[config.mk]
export PLATFORM = sky130hd
export DESIGN_NAME = supv_reset_pulse
export DESIGN_NICKNAME = d
export VERILOG_FILES = /design/src/rtl/supv_pkg.sv /design/src/rtl/supv_sync.sv /design/src/rtl/supv_timer.sv /design/src/rtl/supv_reset_pulse.sv
export SDC_FILE = /design/constraint.sdc
export NUM_CORES = 1
export LEC_CHECK = 0
export CORE_ASPECT_RATIO = 0.6
export CORE_MARGIN = 4
export CORE_UTILIZATION = 30
export CTS_CLUSTER_DIAMETER = 30
export DETAILED_ROUTE_END_ITERATION = 10
export PLACE_DENSITY = 0.55
export SETUP_SLACK_MARGIN = 0.15
export SLEW_MARGIN = 0
export SYNTH_ARGS = -nofsm -noshare
export SYNTH_HDL_FRONTEND = slang
export SYNTH_HIERARCHICAL = 1
export SYNTH_SLANG_ARGS = --single-unit
[constraint.sdc]
create_clock -name clk -period 3 [get_ports clk]
set_input_delay 0.45 -clock clk [delete_from_list [all_inputs] [get_ports clk]]
set_output_delay 0.45 -clock clk [all_outputs]
set_load 0.01 [all_outputs]
[src/rtl/supv_pkg.sv]
package supv_pkg;
  typedef enum logic [2:0] {
    ST_HOLD,   // level bad, reset held, no count
    ST_QUAL,   // level good, counting period before release
    ST_RUN,    // released
    ST_FILT,   // released, level dipped, measuring dip
    ST_TRIG    // fixed-length reset after a qualifying dip
  } supv_state_t;
endpackage

[src/rtl/supv_sync.sv]
module supv_sync #(
  parameter int STAGES = 2
) (
  input  logic clk,
  input  logic rst,
  input  logic d,
  output logic q
);
  logic [STAGES-1:0] sr;

  always_ff @(posedge clk) begin
    if (rst) sr <= '0;
    else     sr <= {sr[STAGES-2:0], d};
  end

  assign q = sr[STAGES-1];
endmodule

[src/rtl/supv_timer.sv]
module supv_timer #(
  parameter int W = 16
) (
  input  logic         clk,
  input  logic         rst,
  input  logic         load,
  input  logic [W-1:0] load_val,
  output logic         zero
);
  logic [W-1:0] cnt;

  always_ff @(posedge clk) begin
    if (rst)             cnt <= '0;
    else if (load)       cnt <= load_val;
    else if (cnt != '0)  cnt <= cnt - 1'b1;
  end

  assign zero = (cnt == '0);

  // an expired timer stays expired until reloaded (no wrap)
  a_r7_timer_no_wrap: assert property (@(posedge clk) disable iff (rst)
    (zero && !load) |=> zero);
endmodule

[src/rtl/supv_reset_pulse.sv]
module supv_reset_pulse
  import supv_pkg::*;
#(
  parameter int PER_W       = 16,
  parameter int GLT_W       = 8,
  parameter int SYNC_STAGES = 2
) (
  input  logic             clk,
  input  logic             rst,
  input  logic             lvl_ok_i,
  input  logic [PER_W-1:0] period_cfg_i,
  input  logic [GLT_W-1:0] glitch_cfg_i,
  output logic             rst_n_o,
  output logic             period_start_o
);
  localparam logic [PER_W-1:0] PER_ONE = PER_W'(1);
  localparam logic [GLT_W-1:0] GLT_ONE = GLT_W'(1);

  logic ok_s;
  supv_state_t st, nxt;
  logic ld_per, ld_glt, per_zero, glt_zero;
  logic [PER_W-1:0] per_val;
  logic [GLT_W-1:0] glt_val;

  supv_sync #(.STAGES(SYNC_STAGES)) i_sync (
    .clk(clk), .rst(rst), .d(lvl_ok_i), .q(ok_s)
  );

  // a setting of 0 behaves as 1: load one less than the cycle count
  assign per_val = (period_cfg_i == '0) ? '0 : period_cfg_i - PER_ONE;
  assign glt_val = (glitch_cfg_i == '0) ? '0 : glitch_cfg_i - GLT_ONE;

  supv_timer #(.W(PER_W)) i_per_tmr (
    .clk(clk), .rst(rst), .load(ld_per), .load_val(per_val), .zero(per_zero)
  );

  supv_timer #(.W(GLT_W)) i_glt_tmr (
    .clk(clk), .rst(rst), .load(ld_glt), .load_val(glt_val), .zero(glt_zero)
  );

  always_comb begin
    nxt    = st;
    ld_per = 1'b0;
    ld_glt = 1'b0;
    unique case (st)
      ST_HOLD: if (ok_s) begin nxt = ST_QUAL; ld_per = 1'b1; end
      ST_QUAL: begin
        if (!ok_s)         nxt = ST_HOLD;
        else if (per_zero) nxt = ST_RUN;
      end
      ST_RUN:  if (!ok_s) begin nxt = ST_FILT; ld_glt = 1'b1; end
      ST_FILT: begin
        if (ok_s)          nxt = ST_RUN;
        else if (glt_zero) begin nxt = ST_TRIG; ld_per = 1'b1; end
      end
      ST_TRIG: if (per_zero) nxt = ok_s ? ST_RUN : ST_HOLD;
      default: nxt = ST_HOLD;
    endcase
  end

  always_ff @(posedge clk) begin
    if (rst) begin
      st             <= ST_HOLD;
      rst_n_o        <= 1'b0;
      period_start_o <= 1'b0;
    end else begin
      st             <= nxt;
      rst_n_o        <= (nxt == ST_RUN) || (nxt == ST_FILT);
      period_start_o <= ld_per;
    end
  end

  // clear forces both outputs low on the following cycle
  a_r1_clear_outputs: assert property (@(posedge clk)
    rst |=> (!rst_n_o && !period_start_o));

  // a held reset with a bad level stays held
  a_r2_low_keeps_reset: assert property (@(posedge clk) disable iff (rst)
    (!rst_n_o && !ok_s) |=> !rst_n_o);

  // release only follows a good synchronized level
  a_r3_release_needs_ok: assert property (@(posedge clk) disable iff (rst)
    $rose(rst_n_o) |-> $past(ok_s));

  // every fall of reset after release starts a new period
  a_r6_fall_starts_period: assert property (@(posedge clk) disable iff (rst)
    $fell(rst_n_o) |-> period_start_o);

  // strobe lasts one cycle and only while reset is asserted
  a_r9_strobe_single: assert property (@(posedge clk) disable iff (rst)
    period_start_o |=> !period_start_o);
  a_r9_strobe_in_reset: assert property (@(posedge clk) disable iff (rst)
    period_start_o |-> !rst_n_o);
endmodule

# After elaboration in Yosys (flattened, before gate mapping)
# Index checks and enable logic that the tools add are counted.
# totals
output_inout_bits,2
inputBits,27
regBits,31
word_cells,47
# classes
n_reduce_logical,10
eq_ne,6
mux,21
n_addsub,4
# ops
op,n
16-bit two-way mux,3
16-bit zero test,2
"16-bit by 1-bit subtractor with 16-bit output, second input constant",2
8-bit two-way mux,3
3-bit two-way mux,7
8-bit zero test,2
16-bit nonzero test,1
"8-bit by 1-bit subtractor with 8-bit output, second input constant",2
3-bit case mux with 5 select lines,1
"3-bit by 2-bit equality test with 1-bit output, second input constant",4
8-bit nonzero test,1
1-bit two-way mux,5
2-bit nonzero test,2
"3-bit by 1-bit equality test with 1-bit output, second input constant",1
"3-bit equality test, second input constant",1
3-bit zero test,1
2-bit two-way mux,1
1-bit case mux with 2 select lines,1
1-bit logical OR,1

# Depth between registers and ports, before layout
# depth
word_depth,6
depth_mapped,12
mapped_depth_nobuf,10

# Hierarchy
# Netlist, hierarchy kept.
# by_module_without_submodules
mod,cells_per_inst,area_per_inst_um2,n_inst,seq_area_each_um2
supv_timer at i_per_tmr,116,964.7,1,320.3
supv_reset_pulse,120,869.6,1,100.1
supv_timer at i_glt_tmr,53,475.5,1,160.2
supv_sync,4,52.6,1,40.0

# Worst setup path after synthesis
# No wires, ideal clock.
# synth_path
path_kind,register to register
startpoint,register i_glt_tmr.cnt[3]
endpoint,register i_per_tmr.cnt[13]
period_less_slack_ps,2672
stages_incl_launch_ff,12
arrival_time_ps,2594
setup_time_ps,78
setup_slack_ps,328
required_time_ps,2922
path_buffers,2
cell_sequence,dfxtp_1 > nor4_4 > and4bb_1 > buf_6 > nand2_1 > or2_1 > a21oi_1 > nor2b_1 > clkbuf_1 > a21oi_1 > a31o_2 > nor3_1
# synth_via
elab_chain_len,5
word_cells_on_any_way,6
classes_between,mux: 4; reduce/logical: 2
# synth_rtl
element,line_no,source
start: declaration,supv_timer.sv:10,logic [W-1:0] cnt;
start signal: assignment,supv_timer.sv:14,else if (load) cnt <= load_val;
start signal: assignment,supv_timer.sv:15,else if (cnt != '0) cnt <= cnt - 1'b1;
8-bit zero test (*),supv_timer.sv:18,assign zero = (cnt == '0);
net glt_zero,supv_reset_pulse.sv:21,"logic ld_per, ld_glt, per_zero, glt_zero;"
1-bit two-way mux (*),supv_reset_pulse.sv:54,else if (glt_zero) begin nxt = ST_TRIG; ld_per = 1'b1; end
1-bit two-way mux (*),supv_reset_pulse.sv:53,if (ok_s) nxt = ST_RUN;
1-bit case mux with 2 select lines (*),supv_reset_pulse.sv:45,unique case (st)
net ld_per,supv_reset_pulse.sv:21,
16-bit two-way mux or 2-bit nonzero test (tied branches),-,
end signal: assignment,supv_timer.sv:14,
end signal: assignment,supv_timer.sv:15,
end: declaration,supv_timer.sv:10,
# The timed path passes the listed nets; every way through them passes the cells marked *.
# A chain may end at the register's enable or synchronous reset.

# Final worst setup path
# layout_path
startpoint,register i_per_tmr.cnt[0]
endpoint,register st[1]
# layout_via
elab_chain_len,4
word_cells_on_any_way,5
classes_between,mux: 4; reduce/logical: 1
# layout_rtl
element,line_no,source
16-bit zero test (*),supv_timer.sv:18,
net per_zero,supv_reset_pulse.sv:21,
3-bit two-way mux,supv_reset_pulse.sv:49,else if (per_zero) nxt = ST_RUN;
3-bit two-way mux,supv_reset_pulse.sv:48,if (!ok_s) nxt = ST_HOLD;
3-bit case mux with 5 select lines (*),supv_reset_pulse.sv:45,
end signal: assignment,supv_reset_pulse.sv:67,st <= nxt;
end: declaration,supv_reset_pulse.sv:20,"supv_state_t st, nxt;"
# Marked as above.

==> flow_summary.json <==
{
  "fin_skew_ps": 2.45,
  "design_area_um2": 2950,
  "cp_num_buf_inv": 1,
  "post-route-min-period_ps": 2560,
  "synth_cells": 293,
  "crit_slowest_cell": "or4_4",
  "vdd_drop_max_v": 0.000329,
  "cts_resized": 0,
  "clock-root-buffer": "clkbuf_16",
  "finalHoldViolCount": 0,
  "crit_family": "simple AND/OR/NAND/NOR gates",
  "slew_viol_final": 0,
  "place_area_um2": 2790,
  "ys_seq_area_share_pct": 26.3,
  "place.gp.congestion": 0.783,
  "viasPerCell": 4.99,
  "syn_nets": 326,
  "hold_path_class": "flop to flop",
  "insertion_delay_ps": 280,
  "synth_area_per_cell_um2": 8.06,
  "grt_pass1_wl_um": 9960,
  "antenna_found_initial": 0,
  "cts_tree": "yes",
  "max_freq_mhz": 391,
  "clkTransAtPathRegs_ps": 50,
  "crit_path_end_kind": "flop",
  "ant_nets": 0,
  "die_h_um": 76.7,
  "cts_max_level": 2,
  "post-route-drc-count": 0,
  "crit_arrival_ps": 2760,
  "cp_slowest_stage_delay_ps": 590,
  "power_density_nw_per_um2": 821,
  "die_x_um": 123,
  "yosys.area.top_type": "dfxtp_1",
  "dieArea_um2": 9400,
  "vias": 2162,
  "antenna_cells": 0,
  "setup_violations": 0,
  "reg2reg_depth": 9,
  "clock-sinks": 31,
  "yosys_warnings": 6,
  "yosysTopAreaCellShare_pct": 26.3,
  "tightest_slew_ps": 608,
  "fillerInstances": 797,
  "fin_nets": 361,
  "clk_path_buf_depth": 2,
  "grt.overflow.total": 0,
  "portBuffers": 28,
  "synth_edf_count": 0,
  "synth_area_um2": 2360,
  "p_leak_nw": 1.02,
  "cts-hold-fix-buffers": 0,
  "start_util_pct": 31.7,
  "multi_input_area_um2": 1640,
  "final.setup.tns_ps": 0,
  "cp.depth": 9,
  "drive_above_1_share_pct": 13.4,
  "ys_ff_latch": 31,
  "hold_depth": 1,
  "synth_async_sr_flop_share_pct": 0,
  "routedWlPerCell_um": 13.1,
  "cts_buffers": 5,
  "start_kind": "flop",
  "period_share_pct": 85.2,
  "grt_max_degree": 16,
  "coreArea_um2": 7450,
  "worstPathCellList": "inv_1 -> ha_1 -> or3b_2 -> or4_4 -> nor2_2 -> nand4b_1 -> a21oi_1 -> nor2_1 -> nor3_1",
  "crit_type": "flop to flop",
  "cap_violations": 0,
  "placementRows": 24,
  "status": "finished, final reports clean",
  "grt.total_usage_pct": 13.0,
  "finalWirelength_um": 5690,
  "first_pass_iters": 4,
  "power.total_mw": 2.42,
  "worst_hold_slack_ps": 441,
  "synthTopCellsByArea": "dfxtp_1 26%, xnor2_1 8.2%, nor2_1 5.6%",
  "cts_setup_buffers": 0,
  "dominantRegCellSynth": "dfxtp_1",
  "max_slew_margin_pct": 59.2,
  "required_ps": 3200,
  "grt_setup_unrepaired": "false",
  "grt_pass1_vias": 2027,
  "worst-path-max-fanout": 5,
  "drtIter0Drc": 143,
  "synthToLayoutAreaGrowth_pct": 25.0,
  "synth_cell_types": 63,
  "io-pin-count": 29,
  "dp.final_hpwl_um": 4470,
  "seq_area_um2": 621
}
-- layer usage --
metal  wire, um  vias up  GRT usage [%]
met4         51        0           3.02
met5          0        -              0
li1           -     1141              -
met1       3430      991           21.7
met2       2030       24           15.3
met3        176        6           3.82
-- stage by stage --
step / util (%) / std cells / setup WS [ps]
final: 39.7 / 433 / 443
after global routing: 39.7 / 433 / 252
after CTS: 39.6 / 433 / 342
after detailed placement: 37.5 / 425 / 195
after global placement: 37.5 / 425 / 242
after floorplan: - / 293 / 328
-- synthesized netlist by cell type (all sizes together) (6+ instances only) --
| master | instances |
|---|---|
| clkbuf | 7 |
| inv | 12 |
| nor2 | 35 |
| xnor2 | 22 |
| o21ai | 13 |
| dfxtp | 31 |
| nor2b | 7 |
| nor4 | 9 |
| a21oi | 12 |
| or4 | 8 |
| ha | 6 |
| nor3 | 21 |
| nand2 | 31 |
-- worst reg2reg max path, stage by stage, from the launching register on --
cell and delay (ps):
dfxtp_1 340, inv_1 90, ha_1 210, or3b_2 540
or4_4 590, nor2_2 220, nand4b_1 120, a21oi_1 150
nor2_1 60, nor3_1 160
-- report_power, final --
group | leakage, nW | internal (mW) | switching, mW
clock network | 0.0772 | 0.353 | 0.181
registers | 0.255 | 0.548 | 0.148
logic | 0.685 | 0.567 | 0.627
-- registers in the layout, summed over array words and instances, names as in the netlist --
| signal | count |
|---|---|
| period_start_o | 1 |
| rst_n_o | 1 |
| i_glt_tmr/cnt | 8 |
| i_per_tmr/cnt | 16 |
| st | 3 |
| i_sync/sr | 2 |
-- cell usage in the layout (no fill, tap or decap), drive strengths merged, types with 9 or more instances in the layout --
cell           count
nor3              21
buf               11
inv               12
clkdlybuf4s50     28
nor2              35
nand2             31
xnor2             22
dfxtp             31
nor4               9
o21ai             13
a21oi             12
-- path summary, 6_finish.rpt --
path	from	end	slack (ps)
worst min register to register	i_sync/sr[0]	i_sync/sr[1]	440
worst min-delay path	i_sync/sr[0]	i_sync/sr[1]	440
worst max register to register	i_per_tmr/cnt[0]	st[1]	440
worst max-delay path	i_per_tmr/cnt[0]	st[1]	440
-- final cells by class --
| cell class | instances | share of cell area [%] |
|---|---|---|
| multi-input cells | 239 | 55.5 |
| repair buffers | 39 | 12.3 |
| clock buffers | 8 | 5.30 |
| inverters | 12 | 1.53 |
| flip-flops and latches | 31 | 21.0 |
| well taps | 104 | 4.41 |
-- cells by family after synthesis --
logic type | after synthesis | share of synthesized area [%]
DFF | 31 | 26.3
AOI/OAI and AO/OA | 54 | 15.9
buffers and inverters | 23 | 4.50
xor gates and xnor gates | 27 | 10.0
muxes | 5 | 2.49
adders and majority gates | 6 | 3.18
and+or+nand+nor | 147 | 37.6
Power figures use the tool's default switching activity.
